File: config.mk
export PLATFORM = sky130hd
export DESIGN_NAME = pcm_frame_port
export DESIGN_NICKNAME = d
export VERILOG_FILES = /design/src/rtl/pcm_port_pkg.sv /design/src/rtl/pcm_frame_detect.sv /design/src/rtl/pcm_bit_timer.sv /design/src/rtl/pcm_tx_shift.sv /design/src/rtl/pcm_rx_shift.sv /design/src/rtl/pcm_frame_port.sv
export SDC_FILE = /design/constraint.sdc
export NUM_CORES = 1
export LEC_CHECK = 0
export BUFFER_PORTS_ARGS = -buffer_cell sky130_fd_sc_hd__buf_2
export CORE_MARGIN = 8
export CORE_UTILIZATION = 30
export CTS_BUF_LIST = sky130_fd_sc_hd__clkbuf_8
export CTS_CLUSTER_DIAMETER = 50
export DETAILED_ROUTE_END_ITERATION = 16
export GPL_TIMING_DRIVEN = 0
export PLACE_DENSITY_LB_ADDON = 0.15
export SLEW_MARGIN = 30
export SYNTH_ARGS = -nofsm -noshare
export SYNTH_HDL_FRONTEND = slang
export SYNTH_SLANG_ARGS = --single-unit
File: constraint.sdc
create_clock -name clk -period 2.8 [get_ports clk]
set_clock_uncertainty 0.2 [all_clocks]
set_input_delay 0.28 -clock clk [delete_from_list [all_inputs] [get_ports clk]]
set_output_delay 0.28 -clock clk [all_outputs]
set_load 0.005 [all_outputs]
File: src/rtl/pcm_port_pkg.sv
package pcm_port_pkg;

  typedef enum logic {
    FMT_COMP = 1'b0,
    FMT_LIN  = 1'b1
  } word_fmt_e;

  // Bits per frame for a given format.
  function automatic int unsigned word_len(word_fmt_e fmt, int unsigned lin_bits,
                                           int unsigned cmp_bits);
    return (fmt == FMT_LIN) ? lin_bits : cmp_bits;
  endfunction

endpackage

File: src/rtl/pcm_frame_detect.sv
module pcm_frame_detect (
  input  logic clk,
  input  logic rst_n,
  input  logic fsync,
  input  logic short_frame,
  input  logic pdn,
  output logic start
);

  logic fsync_q;
  logic rise_q;
  logic rise;

  // Rising edge of sync, seen at this clock edge.
  assign rise = fsync & ~fsync_q;

  always_ff @(posedge clk) begin
    if (!rst_n) begin
      fsync_q <= 1'b0;
      rise_q  <= 1'b0;
    end else begin
      fsync_q <= fsync;
      rise_q  <= rise;
    end
  end

  // long sync starts on the edge itself; R3: short sync one clock later.
  assign start = ~pdn & (short_frame ? rise_q : rise);

endmodule

File: src/rtl/pcm_bit_timer.sv
module pcm_bit_timer
  import pcm_port_pkg::*;
#(
  parameter int unsigned LIN_BITS = 14,
  parameter int unsigned CMP_BITS = 8,
  parameter int unsigned CNT_W    = $clog2(LIN_BITS + 1)
) (
  input  logic      clk,
  input  logic      rst_n,
  input  logic      start,
  input  logic      pdn,
  input  logic      lin_mode,
  output logic      busy,
  output logic      last,
  output word_fmt_e fmt
);

  logic [CNT_W-1:0] cnt_q;
  logic [CNT_W-1:0] len;
  logic             busy_q;
  word_fmt_e        fmt_q;

  assign len  = CNT_W'(word_len(fmt_q, LIN_BITS, CMP_BITS));
  // The cycle after the final bit was launched.
  assign last = busy_q && (cnt_q == len);
  assign busy = busy_q;
  assign fmt  = fmt_q;

  always_ff @(posedge clk) begin
    if (!rst_n) begin
      busy_q <= 1'b0;
      cnt_q  <= '0;
      fmt_q  <= FMT_COMP;
    end else if (pdn) begin
      busy_q <= 1'b0;                       // abandon the frame
      cnt_q  <= '0;
    end else if (start) begin
      busy_q <= 1'b1;
      cnt_q  <= CNT_W'(1);
      fmt_q  <= lin_mode ? FMT_LIN : FMT_COMP; // latched per frame
    end else if (busy_q) begin
      if (last) begin
        busy_q <= 1'b0;                     // idle until next start
        cnt_q  <= '0;
      end else begin
        cnt_q <= cnt_q + CNT_W'(1);
      end
    end
  end

endmodule

File: src/rtl/pcm_tx_shift.sv
module pcm_tx_shift #(
  parameter int unsigned LIN_BITS = 14,
  parameter int unsigned CMP_BITS = 8
) (
  input  logic                clk,
  input  logic                rst_n,
  input  logic                start,
  input  logic                lin_mode,
  input  logic [LIN_BITS-1:0] word,
  input  logic                busy,
  input  logic                last,
  input  logic                pdn,
  output logic                pcm_out
);

  localparam int unsigned PAD = LIN_BITS - CMP_BITS;

  logic [LIN_BITS-1:0] aligned;
  logic [LIN_BITS-1:0] sr_q;
  logic                out_q;

  // Left-align the active word so the MSB always sits at the top.
  generate
    if (PAD > 0) begin : g_pad
      assign aligned = lin_mode ? word : {word[CMP_BITS-1:0], {PAD{1'b0}}};
    end else begin : g_nopad
      assign aligned = word;
    end
  endgenerate

  always_ff @(posedge clk) begin
    if (!rst_n) begin
      out_q <= 1'b0;
      sr_q  <= '0;
    end else if (pdn) begin
      out_q <= 1'b1;
    end else if (start) begin
      out_q <= aligned[LIN_BITS-1];         // MSB at frame start
      sr_q  <= {aligned[LIN_BITS-2:0], 1'b0};
    end else if (busy && !last) begin
      out_q <= sr_q[LIN_BITS-1];
      sr_q  <= {sr_q[LIN_BITS-2:0], 1'b0};
    end else begin
      out_q <= 1'b0;
    end
  end

  assign pcm_out = out_q;

endmodule

File: src/rtl/pcm_rx_shift.sv
module pcm_rx_shift
  import pcm_port_pkg::*;
#(
  parameter int unsigned LIN_BITS = 14,
  parameter int unsigned CMP_BITS = 8
) (
  input  logic                clk,
  input  logic                rst_n,
  input  logic                pcm_in,
  input  logic                busy,
  input  logic                last,
  input  logic                pdn,
  input  word_fmt_e           fmt,
  output logic [LIN_BITS-1:0] rx_data,
  output logic                rx_valid
);

  localparam int unsigned PAD = LIN_BITS - CMP_BITS;

  logic                cap_q;
  logic [LIN_BITS-2:0] sr_q;
  logic [LIN_BITS-1:0] full;
  logic [LIN_BITS-1:0] shaped;
  logic [LIN_BITS-1:0] data_q;
  logic                valid_q;

  // receive bit taken on the falling edge.
  always_ff @(negedge clk) begin
    if (!rst_n) cap_q <= 1'b0;
    else        cap_q <= pcm_in;
  end

  assign full = {sr_q, cap_q};

  generate
    if (PAD > 0) begin : g_ext
      assign shaped = (fmt == FMT_LIN) ? full : {{PAD{1'b0}}, full[CMP_BITS-1:0]};
    end else begin : g_noext
      assign shaped = full;
    end
  endgenerate

  always_ff @(posedge clk) begin
    if (!rst_n) begin
      sr_q    <= '0;
      data_q  <= '0;
      valid_q <= 1'b0;
    end else begin
      valid_q <= 1'b0;
      if (!pdn && busy) begin
        sr_q <= full[LIN_BITS-2:0];
        if (last) begin
          data_q  <= shaped;
          valid_q <= 1'b1;                  // one-cycle strobe
        end
      end
    end
  end

  assign rx_data  = data_q;
  assign rx_valid = valid_q;

endmodule

File: src/rtl/pcm_frame_port.sv
module pcm_frame_port
  import pcm_port_pkg::*;
#(
  parameter int unsigned LIN_BITS = 14,
  parameter int unsigned CMP_BITS = 8
) (
  input  logic                clk,
  input  logic                rst_n,
  input  logic                fsync,
  input  logic                short_frame,
  input  logic                lin_mode,
  input  logic                pdn,
  input  logic [LIN_BITS-1:0] tx_data,
  input  logic                tx_valid,
  output logic                tx_ready,
  output logic                pcm_out,
  input  logic                pcm_in,
  output logic [LIN_BITS-1:0] rx_data,
  output logic                rx_valid
);

  localparam int unsigned CNT_W = $clog2(LIN_BITS + 1);

  logic                start;
  logic                busy;
  logic                last;
  word_fmt_e           fmt;
  logic [LIN_BITS-1:0] tx_word;

  pcm_frame_detect u_detect (
    .clk         (clk),
    .rst_n       (rst_n),
    .fsync       (fsync),
    .short_frame (short_frame),
    .pdn         (pdn),
    .start       (start)
  );

  pcm_bit_timer #(
    .LIN_BITS (LIN_BITS),
    .CMP_BITS (CMP_BITS),
    .CNT_W    (CNT_W)
  ) u_timer (
    .clk      (clk),
    .rst_n    (rst_n),
    .start    (start),
    .pdn      (pdn),
    .lin_mode (lin_mode),
    .busy     (busy),
    .last     (last),
    .fmt      (fmt)
  );

  // no valid sample at frame start means a silent (zero) frame.
  assign tx_word  = tx_valid ? tx_data : '0;
  assign tx_ready = start;

  pcm_tx_shift #(
    .LIN_BITS (LIN_BITS),
    .CMP_BITS (CMP_BITS)
  ) u_tx (
    .clk      (clk),
    .rst_n    (rst_n),
    .start    (start),
    .lin_mode (lin_mode),
    .word     (tx_word),
    .busy     (busy),
    .last     (last),
    .pdn      (pdn),
    .pcm_out  (pcm_out)
  );

  pcm_rx_shift #(
    .LIN_BITS (LIN_BITS),
    .CMP_BITS (CMP_BITS)
  ) u_rx (
    .clk      (clk),
    .rst_n    (rst_n),
    .pcm_in   (pcm_in),
    .busy     (busy),
    .last     (last),
    .pdn      (pdn),
    .fmt      (fmt),
    .rx_data  (rx_data),
    .rx_valid (rx_valid)
  );

endmodule

==> results.yml <==
clock_tree:
  clockBufferDepth: 2
  clkTransAtPathRegs_ns: 0.10
  cts_sinks: 51
  cts_tree: "done"
  cts_setup_buffers: 0
  htree_levels: 2
  cts.repair.resized: 0
  cts_buffers: 5
  clock_latency_ns: 0.35
  ctsRootBufferMaster: "clkbuf_8"
  cts_hold_buffers: 0
power:
  swShare: 0.2409
  leakagePower_uw: 0.001018
  internal_power_uw: 1066
  peakVddDrop_mv: 0.1888
  power.switching_uw: 338.1
  cellPowerDensity_nw_per_um2: 531.2
  p_comb_frac: 0.093
  pwr-share-clk: 0.370
  pwr-share-seq: 0.537
logic_synthesis:
  ys.warnings.count: 0
  synth-compound-area-share: 0.1962
  ys_async_sr_fraction: 0
  syn-cell-area_um2: 2226
  synthAdderAreaFrac: 0.005621
  synth_nets: 284
  synth.distinct_cells: 38
  synth.largest_area_cell: "dfxtp_1"
  synth_edf_count: 0
  synth_top_family_by_area: "simple AND/OR/NAND/NOR gates"
  yosysSeqAreaShare: 0.4587
  muxShareOfSynthArea: 0.04553
  synth_top_cells_by_area: "dfxtp_1 46%, nand2_1 8.8%, a21oi_1 8.5%"
  ys.flop_type: "dfxtp_1"
  synth_cells: 261
  avgSynthCellArea_um2: 8.528
  synth_top_area_share: 0.4587
  ys_ff_latch: 51
  yosys.area_share.simple: 0.2451
  synth_xor_xnor_area_share: 0
sta:
  finalSetupViolCount: 0
  fin_tns_setup_ns: 0
  hold_viol_final: 0
  fin_crit_sh: 0.8681
  tightest_slew_ns: 0.6094
  hold_ws_ns: 0.02313
  rsz0062_at_grt: "false"
  fin_crit_ns: 2.431
  slew_headroom: 0.5920
  max_freq_ghz: 0.4114
  slew_viol_final: 0
final_layout:
  nNetsFinal: 328
  area_delta_synth_final_pct: 18.72
  drive_above_1_share: 0.2124
  final_core_util: 0.3663
  design_area_um2: 2643
  antenna_cells: 0
detailed_routing:
  vias: 1998
  drtPass1Iterations: 4
  drt_wl_total_um: 5721
  remaining_drc_errors: 0
  wire_per_inst_um: 14.13
  viasPerCell: 4.933
  dr.first_iter.drc_count: 97
  ant_nets: 0
worst_setup_path:
  critPathRequiredTime_ns: 2.32
  start_kind: "flop"
  critical_path_arrival_ns: 1.95
  regToRegSetupSlack_ns: 0.42
  cp_max_fo: 10
  critPathKind: "flop to output port"
  endpoint_kind: "output port"
floorplan:
  die_width_um: 102.1
  fp.coreArea_um2: 7214
  rows: 31
  dieArea_um2: 10430
  initial_core_util: 0.3085
  io_pins: 39
  dieHeight_um: 102.1
placed_design:
  portBuffers: 37
  dpl.hpwl_um: 4112
  place.gp.congestion: 0.8008
  place_area_um2: 2535
global_route:
  grt_pass1_wl_um: 9363
  grt_pass1_vias: 1913
  grt_usage: 0.1107
  antenna_found_initial: 0
  grt_max_degree: 16
  overflow: 0
run:
  drv_cap: 0
run_status:
  status: "finished clean"
worst_hold_path:
  min_path_type: "input port to flop"
-- power groups by stage --
stage               Combinational, uW  Sequential (uW)  Clock (uW)
floorplan                        87.2              769        4.47
global placement                  131              771        4.47
detailed placement                130              771        4.47
CTS                               131              754         530
global route                      146              757         563
finish                            130              754         519
-- metrics by stage --
stage                     instances  total power (uW)  worst slack [ns]
after floorplan                 261             860.3            0.6798
after global placement          397             906.0            0.3798
after detailed placement        397             905.8            0.3845
after CTS                       405              1415            0.3613
after global routing            405              1466            0.1629
final                           405              1404            0.3694
-- cell families (layout without fill, tap and decap cells) --
group / count (synthesis) / count (layout)
buf+inv: 23 / 68
mux: 9 / 9
compound gates: 69 / 69
fa+ha+maj: 1 / 1
simple gates: 108 / 108
flops: 51 / 51
-- Yosys cell counts (3+ instances only) --
library cell  count
a21oi_1          38
a221oi_1          7
a31oi_1           8
buf_2             3
clkbuf_1         14
dfxtp_1          51
mux2_2            9
nand2_1          52
nand2b_1          5
nand3_1          14
nor2_1            9
nor2b_1           4
nor3b_1           7
o211a_1           5
or4_1             5
-- flip-flops by register name, indices dropped and copies added, names as in the netlist --
signal / cells
u_rx.rx_valid: 1
u_timer.cnt_q: 4
u_rx.cap_q: 1
u_detect.fsync_q: 1
u_detect.rise_q: 1
u_timer.fmt: 1
u_rx.sr_q: 13
u_timer.busy: 1
u_rx.rx_data: 14
u_tx.sr_q: 13
u_tx.pcm_out: 1
-- path summary, 6_finish.rpt --
check                   startpoint  cells after the start                to
setup / recovery  u_detect.fsync_q                      6          tx_ready
hold / removal               fsync                      2  u_detect.fsync_q
setup reg to reg      u_timer.busy                      6   u_rx.rx_data[5]
hold reg to reg   u_rx.rx_data[13]                      2  u_rx.rx_data[13]
-- placed cells by master, fill, tap and decap left out, types with 2 or more instances in the layout --
master and count:
buf_2 40, nand3_1 14, o21ai_1 2, clkbuf_1 14
inv_2 2, nor3b_1 7, mux2_2 9, a31oi_1 8
or3_1 2, clkbuf_8 5, nand2_1 52, nand4_1 2
nor2b_1 4, and2_1 2, buf_6 2, dfxtp_1 51
a221oi_1 7, or4_1 5, o211a_1 5, o211ai_1 2
nor2_1 9, a21oi_1 38, nand2b_1 5
-- routing by layer --
metal | global-route usage | routed length [um] | vias to the layer above
li1 | - | - | 1019
met1 | 0.1453 | 2856 | 932
met2 | 0.1759 | 2519 | 45
met3 | 0.02861 | 315 | 2
met4 | 0.02709 | 29 | 0
met5 | 0 | 0 | -
-- critical path, stage by stage (launching register included) --
cell     delay (ns)
dfxtp_1        0.34
nor4b_4        0.56
nor2_4         0.14
inv_2          0.09
buf_6          0.13
buf_2          0.22
buf_2          0.15
-- area by class of cell --
cell class | instances | area (um2)
Fill cell | 789 | 4572
Multi-Input combinational cell | 187 | 1096
Sequential cell | 51 | 1021
Timing Repair Buffer | 37 | 185.2
Tap cell | 99 | 123.9
Buffer | 20 | 97.59
Clock buffer | 5 | 68.82
Clock inverter | 4 | 42.54
Inverter | 2 | 7.507
Note: power is estimated with default switching activity, not from simulation.
